File: src/rtl/rtc_pre_pkg.sv
package rtc_pre_pkg;
   typedef enum logic [1:0] {
      SRC_4K  = 2'b00,
      SRC_64  = 2'b01,
      SRC_1S  = 2'b10,
      SRC_MIN = 2'b11
   } tsrc_e;
endpackage

File: src/rtl/rtc_pre_ctrl.sv
module rtc_pre_ctrl (
   input  logic clk,
   input  logic rst_n,
   input  logic wr_en_i,
   input  logic wr_stop_i,
   input  logic wr_reset_i,
   input  logic bus_rel_i,
   output logic stop_q,
   output logic reset_q,
   output logic run_o
);
   always_ff @(posedge clk or negedge rst_n) begin
      if (!rst_n) begin
         stop_q  <= 1'b0;
         reset_q <= 1'b0;
      end else if (wr_en_i) begin
         stop_q  <= wr_stop_i;
         reset_q <= wr_reset_i;
      end else if (bus_rel_i) begin
         reset_q <= 1'b0;
      end
   end

   assign run_o = !stop_q && !reset_q;

   // hardware release clears only the clear bit
   p_bus_clear_r9: assert property (@(posedge clk) disable iff (!rst_n)
      (bus_rel_i && !wr_en_i) |=> !reset_q);
   p_stop_kept_r9: assert property (@(posedge clk) disable iff (!rst_n)
      (bus_rel_i && !wr_en_i) |=> (stop_q == $past(stop_q)));
   // software write wins over hardware release
   p_write_prio_r10: assert property (@(posedge clk) disable iff (!rst_n)
      wr_en_i |=> ((reset_q == $past(wr_reset_i)) && (stop_q == $past(wr_stop_i))));
endmodule

File: src/rtl/rtc_pre_div.sv
module rtc_pre_div #(
   parameter int LOW_W = 3,
   parameter int MID_W = 6,
   parameter int HI_W  = 6
) (
   input  logic clk,
   input  logic rst_n,
   input  logic osc_en_i,
   input  logic run_i,
   input  logic clr_i,
   output logic t4k_o,
   output logic t64_o,
   output logic t1_o
);
   localparam int UP_W = MID_W + HI_W;
   localparam logic [LOW_W-1:0] LOW_ONE = 1;
   localparam logic [UP_W-1:0]  UP_ONE  = 1;

   if (LOW_W < 1) begin : g_bad_low
      $error("rtc_pre_div: LOW_W must be at least 1");
   end
   if (MID_W < 1 || HI_W < 1) begin : g_bad_up
      $error("rtc_pre_div: MID_W and HI_W must be at least 1");
   end

   logic [LOW_W-1:0] low_q;
   logic [UP_W-1:0]  up_q;

   // fast stages never halt
   always_ff @(posedge clk or negedge rst_n) begin
      if (!rst_n)        low_q <= '0;
      else if (osc_en_i) low_q <= low_q + LOW_ONE;
   end

   assign t4k_o = osc_en_i && (&low_q);

   // gated stages: held at zero under clear, frozen under pause
   always_ff @(posedge clk or negedge rst_n) begin
      if (!rst_n)               up_q <= '0;
      else if (clr_i)           up_q <= '0;
      else if (t4k_o && run_i)  up_q <= up_q + UP_ONE;
   end

   assign t64_o = t4k_o && run_i && (&up_q[MID_W-1:0]);
   assign t1_o  = t4k_o && run_i && (&up_q);

   p_low_free_r6: assert property (@(posedge clk) disable iff (!rst_n)
      osc_en_i |=> (low_q == LOW_W'($past(low_q) + LOW_ONE)));
   p_clr_zero_r4: assert property (@(posedge clk) disable iff (!rst_n)
      clr_i |=> (up_q == '0));
   p_freeze_r5: assert property (@(posedge clk) disable iff (!rst_n)
      (!run_i && !clr_i) |=> $stable(up_q));
endmodule

File: src/rtl/rtc_pre_min.sv
module rtc_pre_min #(
   parameter int MIN_MOD = 60
) (
   input  logic clk,
   input  logic rst_n,
   input  logic sec_i,
   input  logic clr_i,
   output logic min_o
);
   localparam int SW = (MIN_MOD > 1) ? $clog2(MIN_MOD) : 1;
   localparam logic [SW-1:0] LAST = SW'(MIN_MOD - 1);
   localparam logic [SW-1:0] ONE  = 1;

   if (MIN_MOD < 2) begin : g_bad_mod
      $error("rtc_pre_min: MIN_MOD must be at least 2");
   end

   logic [SW-1:0] sec_q;

   always_ff @(posedge clk or negedge rst_n) begin
      if (!rst_n)     sec_q <= '0;
      else if (clr_i) sec_q <= '0;
      else if (sec_i) sec_q <= (sec_q == LAST) ? '0 : sec_q + ONE;
   end

   assign min_o = sec_i && (sec_q == LAST);

   p_min_clr_r8: assert property (@(posedge clk) disable iff (!rst_n)
      clr_i |=> (sec_q == '0));
   p_min_hold_r2: assert property (@(posedge clk) disable iff (!rst_n)
      (!sec_i && !clr_i) |=> $stable(sec_q));
endmodule

File: src/rtl/rtc_prescaler.sv
module rtc_prescaler #(
   parameter int LOW_W   = 3,
   parameter int MID_W   = 6,
   parameter int HI_W    = 6,
   parameter int MIN_MOD = 60,
   parameter bit REG_OUT = 1'b1
) (
   input  logic       clk,
   input  logic       rst_n,
   input  logic       osc_en_i,
   input  logic       wr_en_i,
   input  logic       wr_stop_i,
   input  logic       wr_reset_i,
   input  logic       bus_rel_i,
   input  logic [1:0] tsel_i,
   output logic       stop_o,
   output logic       reset_o,
   output logic       run_o,
   output logic       sec_tick_o,
   output logic       tmr_tick_o
);
   import rtc_pre_pkg::*;

   logic stop_q, reset_q, run;
   logic t4k, t64, t1, tmin, tmr_sel;
   tsrc_e src;

   rtc_pre_ctrl u_ctrl (
      .clk(clk), .rst_n(rst_n), .wr_en_i(wr_en_i), .wr_stop_i(wr_stop_i),
      .wr_reset_i(wr_reset_i), .bus_rel_i(bus_rel_i),
      .stop_q(stop_q), .reset_q(reset_q), .run_o(run)
   );

   rtc_pre_div #(.LOW_W(LOW_W), .MID_W(MID_W), .HI_W(HI_W)) u_div (
      .clk(clk), .rst_n(rst_n), .osc_en_i(osc_en_i), .run_i(run),
      .clr_i(reset_q), .t4k_o(t4k), .t64_o(t64), .t1_o(t1)
   );

   rtc_pre_min #(.MIN_MOD(MIN_MOD)) u_min (
      .clk(clk), .rst_n(rst_n), .sec_i(t1), .clr_i(reset_q), .min_o(tmin)
   );

   assign src = tsrc_e'(tsel_i);

   always_comb begin
      case (src)
         SRC_4K:  tmr_sel = t4k;
         SRC_64:  tmr_sel = t64;
         SRC_1S:  tmr_sel = t1;
         default: tmr_sel = tmin;
      endcase
   end

   assign stop_o  = stop_q;
   assign reset_o = reset_q;
   assign run_o   = run;

   if (REG_OUT) begin : g_reg_out
      logic sec_q, tmr_q;
      always_ff @(posedge clk or negedge rst_n) begin
         if (!rst_n) begin
            sec_q <= 1'b0;
            tmr_q <= 1'b0;
         end else begin
            sec_q <= t1;
            tmr_q <= tmr_sel;
         end
      end
      assign sec_tick_o = sec_q;
      assign tmr_tick_o = tmr_q;

      p_sec_single_r1: assert property (@(posedge clk) disable iff (!rst_n)
         sec_tick_o |=> !sec_tick_o);
      p_sec_halt_r2: assert property (@(posedge clk) disable iff (!rst_n)
         (!run_o) |=> !sec_tick_o);
      p_tmr_halt_r7: assert property (@(posedge clk) disable iff (!rst_n)
         (!run_o && tsel_i != 2'b00) |=> !tmr_tick_o);
   end else begin : g_comb_out
      assign sec_tick_o = t1;
      assign tmr_tick_o = tmr_sel;

      p_sec_halt_r2: assert property (@(posedge clk) disable iff (!rst_n)
         !(sec_tick_o && !run_o));
      p_tmr_halt_r7: assert property (@(posedge clk) disable iff (!rst_n)
         !(tmr_tick_o && !run_o && tsel_i != 2'b00));
   end
endmodule

File: config.mk
export PLATFORM = sky130hd
export DESIGN_NAME = rtc_prescaler
export DESIGN_NICKNAME = d
export VERILOG_FILES = /design/src/rtl/rtc_pre_pkg.sv /design/src/rtl/rtc_pre_ctrl.sv /design/src/rtl/rtc_pre_div.sv /design/src/rtl/rtc_pre_min.sv /design/src/rtl/rtc_prescaler.sv
export SDC_FILE = /design/constraint.sdc
export NUM_CORES = 1
export LEC_CHECK = 0
export BUFFER_PORTS_ARGS = -buffer_cell sky130_fd_sc_hd__clkbuf_2
export CAP_MARGIN = 20
export CORE_ASPECT_RATIO = 1.25
export CORE_MARGIN = 2
export CORE_UTILIZATION = 35
export CTS_CLUSTER_DIAMETER = 50
export CTS_CLUSTER_SIZE = 25
export DETAILED_ROUTE_END_ITERATION = 16
export SETUP_SLACK_MARGIN = 0.15
export SYNTH_ARGS = -nofsm -noshare
export SYNTH_HDL_FRONTEND = slang
export SYNTH_HIERARCHICAL = 1
export SYNTH_SLANG_ARGS = --single-unit
File: constraint.sdc
create_clock -name clk -period 4.5 [get_ports clk]
set_input_delay 0.45 -clock clk [delete_from_list [all_inputs] [get_ports clk]]
set_output_delay 0.45 -clock clk [all_outputs]
set_load 0.1 [all_outputs]
==> results.json, run 1 <==
{
  "status": "complete, but fails checks",
  "violations": "DRC",
  "pin_count": 14,
  "hpwl_um": 1940,
  "cts.sinks": 25,
  "crit_fanout": 26,
  "portBuffers": 13,
  "routed_via_density": 5.63,
  "hold_class": "in2async",
  "postCtsSetupBuffers": 0,
  "irDropWorstVdd_v": 0.000178,
  "clk_pin_slew_ns": 0.09,
  "grt.overflow.total": 0,
  "drive_gt1_share_pct": 21.5,
  "synth_edf_count": 0,
  "path_cells": "nor2_1 -> nand4_2 -> nor4_1 -> and2_1 -> o21ai_2 -> o311ai_1",
  "h-tree-depth": 1,
  "yosysTopAreaCell": "dfrtp_1",
  "final_cell_mix": "dfrtp_1 (25), clkbuf_2 (13), nor2_1 (11), nand3_1 (8)",
  "start_util_pct": 37.3,
  "crit_slowest_cell": "dfrtp_1",
  "fin_nets": 149,
  "start_kind": "register",
  "synth_flop_cell": "dfrtp_1",
  "worst_slew_pin_slew_ns": 0.904,
  "required_ns": 4.66,
  "cpPeakStageDelay_ns": 0.72,
  "clk_latency_ns": 0.27,
  "globalplace.congestion": 0.786,
  "vias": 979,
  "cts_resized": 0,
  "p_per_area_mw_per_mm2": 339,
  "clock_skew_ns": 0.00362,
  "cts_tree": "yes",
  "drc_errors": 1,
  "setup-tns-final_ns": 0,
  "design_area_sq_mm": 0.00146,
  "critical_path_class": "reg2reg",
  "firstDrtPassIters": 10,
  "synth_cell_type_count": 37,
  "power.leakage_nw": 0.652,
  "final.period_utilization_pct": 55.8,
  "synth_top_area_share_pct": 47.4,
  "timing.final.crit_period_ns": 2.51,
  "routed_wl_um": 2670,
  "hold_buffers": 0,
  "synthCells": 120,
  "wl_per_cell_um": 15.3,
  "mostFrequentLayoutCell": "dfrtp_1",
  "endpoint_kind": "register",
  "setup_viol": 0,
  "fillers": 342,
  "ys_seq_area_share_pct": 47.4,
  "antenna_found_initial": 0,
  "syn2layout_area_growth_pct": 10.9,
  "synthArstFlopShare_pct": 100,
  "syn_avg_cell_area_sq_um": 11.0,
  "cts_root_buf": "clkbuf_8",
  "core_sq_mm": 0.00354,
  "synth_fp_nets": 133,
  "fmax_mhz": 398,
  "drtAntennaViolNets": 0,
  "ys_seq_elements": 25,
  "antenna_cells": 0,
  "arrival_ns": 2.67,
  "drt_iter0_drc": 39,
  "synth_area_sq_mm": 0.00132,
  "ys_warn_count": 6,
  "relSlewSlack_pct": 39.7,
  "clk_path_buf_depth": 2,
  "grt_max_degree": 27,
  "synthTopCellsByArea": "dfrtp_1 (47%), ha_1 (3.8%), mux2_1 (3.4%)",
  "grt_pass1_wl_um": 4550,
  "grt_pass1_vias": 976,
  "grt_use_total_pct": 14.2,
  "die_h_um": 72.7,
  "detailed_place.area_sq_mm": 0.00142,
  "drv_slew": 0,
  "cts_buffers": 3,
  "maxCapViolCount": 0,
  "rsz0062_at_grt": "false",
  "row_count": 24,
  "die_x_um": 58.9,
  "hold_violations": 0,
  "fp.dieArea_sq_mm": 0.00428
}
-- power by group --
group          switching (mW)  internal (mW)
Combinational          0.0555         0.0362
Clock                  0.0720         0.0635
Sequential             0.0217          0.247
-- synth_stat cells, drive strengths merged, types with 2 or more instances --
master	n
nand4	3
mux2	8
nor2	11
mux2i	2
or3	2
a21oi	6
nand3	9
nor4	5
nand2	7
o311ai	2
xor2	2
ha	4
nor2b	7
dfrtp	25
inv	3
or4	3
o31ai	4
and2	2
o21ai	6
-- critical path: cells and delay by family (launching register included) --
family | cells | cell delay, ns
DFF | 1 | 0.72
and+or+nand+nor | 4 | 1.21
AOI/OAI and AO/OA | 2 | 0.47
-- worst paths after layout --
path | startpoint | to | slack, ns | cells after the start
setup / recovery | u_ctrl/reset_q$_DFFE_PN0P_ | u_min/sec_q[5]$_DFFE_PN0P_ | 1.99 | 6
hold / removal | rst_n | u_div/up_q[1]$_DFFE_PN0P_ | 0.18 | 1
setup reg to reg | u_ctrl/reset_q$_DFFE_PN0P_ | u_min/sec_q[5]$_DFFE_PN0P_ | 1.99 | 6
hold reg to reg | u_div/low_q[0]$_DFFE_PN0P_ | u_div/low_q[0]$_DFFE_PN0P_ | 0.48 | 1
max in group asynchronous | rst_n | u_div/up_q[2]$_DFFE_PN0P_ | 3.92 | 1
min in group clk | bus_rel_i | u_ctrl/reset_q$_DFFE_PN0P_ | 0.34 | 2
-- logic make-up (layout without fill, tap and decap cells) --
logic type | after synthesis | after routing | synth area share [%]
simple gates | 53 | 53 | 24.6
flops | 25 | 25 | 47.4
compound gates | 20 | 20 | 10.5
mux | 11 | 11 | 10.3
buf+inv | 5 | 20 | 1.99
fa+ha+maj | 4 | 4 | 3.79
xor+xnor | 2 | 2 | 1.33
-- metrics by stage --
stage	setup slack (ns)	utilization [%]	hold WS [ns]	power, mW	instances
floorplan	0.662	-	0.154	0.340	120
global placement	2.17	40.0	0.461	0.361	170
detailed placement	2.02	40.0	0.471	0.367	170
CTS	1.99	41.3	0.194	0.503	174
global route	1.73	41.3	0.234	0.526	174
finish	1.99	41.3	0.178	0.496	174
-- final cells by class --
cell class	count	area, sq um	share of cell area, %
flip-flops and latches	25	626	42.7
inverters	3	11.3	0.769
clock buffers	4	45.0	3.08
multi-input cells	90	668	45.6
repair buffers	13	65.1	4.44
well taps	39	48.8	3.33
-- layer usage --
metal / track usage [%] / part of all wire (%)
met1: 18.3 / 45
met2: 23.1 / 50
met3: 1.60 / 3.2
met4: 7.58 / 2.3
met5: 0 / 0
-- sequential cells by signal, summed over array words and instances (netlist names) --
| name | count |
|---|---|
| u_div/up_q | 12 |
| u_min/sec_q | 6 |
| u_div/low_q | 3 |
| sec_tick_o | 1 |
| tmr_tick_o | 1 |
| u_ctrl/reset_q | 1 |
| u_ctrl/stop_q | 1 |
Note: power is estimated with default switching activity, not from simulation.
==> inputs of run 2 (changes only) <==
Clock period 4.5 ns to 2.45 ns, I/O delays scaled along.
==> run 2 against run 1 <==
Critical path type unchanged. Non-clock buffer count unchanged. Flip-flop and latch count unchanged. Sequential share of layout area decreased by 0.42 points. Fmax is 29% higher. Wire length is 3.8% lower. Critical endpoint is now tmr_tick_o$_DFF_PN0_. Register-to-register slack worse by 1.5 ns. Hold slack lost 0.20 ns. The run ends with DRC, hold timing left. Final cell count is the same.
==> results.json, run 2 (synthesized netlist as in run 1, its figures left out) <==
{
  "status": "complete, but fails checks",
  "violations": "DRC, hold timing",
  "hold_buffers": 0,
  "final.period_utilization_pct": 79.3,
  "die_h_um": 72.7,
  "mostFrequentLayoutCell": "dfrtp_1",
  "wl_per_cell_um": 14.7,
  "drt_iter0_drc": 30,
  "gr-usage-met1_pct": 17.4,
  "cts_resized": 0,
  "fillers": 349,
  "regMostFlops": "u_div/up_q",
  "cts.sinks": 25,
  "required_ns": 2.59,
  "hpwl_um": 1870,
  "row_count": 24,
  "drtAntennaViolNets": 0,
  "grt_pass1_wl_um": 4330,
  "h-tree-depth": 1,
  "vias": 961,
  "postCtsSetupBuffers": 0,
  "die_x_um": 58.9,
  "endpoint_kind": "register",
  "drc_errors": 1,
  "grt_use_total_pct": 13.2,
  "final_cell_mix": "dfrtp_1 (23), clkbuf_2 (13), nor2_1 (10), nand3_1 (8), nor2b_1 (7)",
  "crit_fanout": 6,
  "setup-tns-final_ns": 0,
  "routed_wl_um": 2570,
  "grt.busiest_layer": "met2",
  "globalplace.congestion": 0.757,
  "antenna_found_initial": 0,
  "grt_pass1_vias": 941,
  "clk_pin_slew_ns": 0.08,
  "regArea_sq_um": 631,
  "timing.final.crit_period_ns": 1.94,
  "fp.dieArea_sq_mm": 0.00428,
  "grtUsageMet2_pct": 22.0,
  "maxCapViolCount": 0,
  "hold_violations": 25,
  "syn2layout_area_growth_pct": 12.9,
  "rsz0062_at_grt": "false",
  "cts_buffers": 3,
  "total_power_mw": 0.912,
  "grt_max_degree": 27,
  "use_met3_pct": 2.13,
  "fin_nets": 149,
  "portBuffers": 13,
  "p_per_area_mw_per_mm2": 612,
  "top_regs": "u_div/up_q (12), u_min/sec_q (6), u_div/low_q (3)",
  "setup_viol": 0,
  "critical_path_class": "reg2reg",
  "power.leakage_nw": 0.659,
  "grt.overflow.total": 0,
  "routed_via_density": 5.52,
  "drive_gt1_share_pct": 25.2,
  "drv_slew": 0,
  "largest_reg_flops": 12,
  "pin_count": 14,
  "firstDrtPassIters": 10,
  "relSlewSlack_pct": 58.2,
  "fin_hold_ws_ns": -0.0181,
  "clk_latency_ns": 0.26,
  "start_kind": "register",
  "multi_input_area_sq_um": 689,
  "clk_path_buf_depth": 2,
  "clock_skew_ns": 0.00166,
  "hold_class": "in2async",
  "cts_root_buf": "clkbuf_8",
  "arrival_ns": 2.09,
  "fmax_mhz": 515,
  "antenna_cells": 0,
  "worst_slew_pin_slew_ns": 0.627,
  "cts_tree": "yes",
  "core_sq_mm": 0.00354,
  "start_util_pct": 37.3,
  "irDropWorstVdd_v": 0.000231
}
[run 2: cell count changes in the layout (fill, tap and decap cells not counted)]
cell,change
dfrtp_4,+1
and2_1,-1
nand2_1,-1
nand4_4,+1
nand2_2,+1
nand4_2,-1
nor2_1,-1
and2_4,+1
nor2_4,+1
dfrtp_1,-2
dfrtp_2,+1
[run 2: final timing paths]
| path | startpoint | end | slack (ns) | depth (start not counted) |
|---|---|---|---|---|
| max in group asynchronous | rst_n | u_ctrl/reset_q$_DFFE_PN0P_ | 2.00 | 1 |
| min in group clk | bus_rel_i | u_ctrl/reset_q$_DFFE_PN0P_ | 0.15 | 2 |
| max | u_div/low_q[0]$_DFFE_PN0P_ | tmr_tick_o$_DFF_PN0_ | 0.51 | 8 |
| min reg2reg | u_div/low_q[0]$_DFFE_PN0P_ | u_div/low_q[0]$_DFFE_PN0P_ | 0.49 | 1 |
| min | rst_n | u_div/up_q[1]$_DFFE_PN0P_ | -0.02 | 1 |
| max reg2reg | u_div/low_q[0]$_DFFE_PN0P_ | tmr_tick_o$_DFF_PN0_ | 0.51 | 8 |
[run 2: critical path, cell delays in order (launching register included)]
cell and delay [ns]:
dfrtp_1 0.40, ha_1 0.21, ha_1 0.25, nand4_4 0.13, nor4_1 0.06, and2_4 0.18, nand2_2 0.09, nor2b_1 0.04
mux4_2 0.45
[run 2: final cells by class]
cell class                 instances  area share, %
sequential                        25           42.3
timing repair buffer              13           4.37
multi-input combinational         90           46.3
tap                               39           3.27
inverter                           3          0.756
clock buffer                       4           3.02
[run 2: metrics by stage]
step                      setup WS [ns]  util (%)  instance area (sq um)  std cells
after detailed placement          0.536      40.8                   1450        170
final                             0.507      42.1                   1490        174
after global routing              0.333      42.1                   1490        174
after global placement            0.531      40.8                   1450        170
after floorplan                   0.131         -                   1350        120
after CTS                         0.500      42.1                   1490        174
[run 2: metal layers]
metal | vias to the layer above | routed length [um]
met5 | - | 0
met4 | 0 | 12
met3 | 2 | 66
met2 | 10 | 1350
met1 | 479 | 1130
li1 | 470 | -
[run 2: power by group]
group,internal (mW),switching [mW]
clock network,0.116,0.125
registers,0.455,0.0409
logic,0.0686,0.106
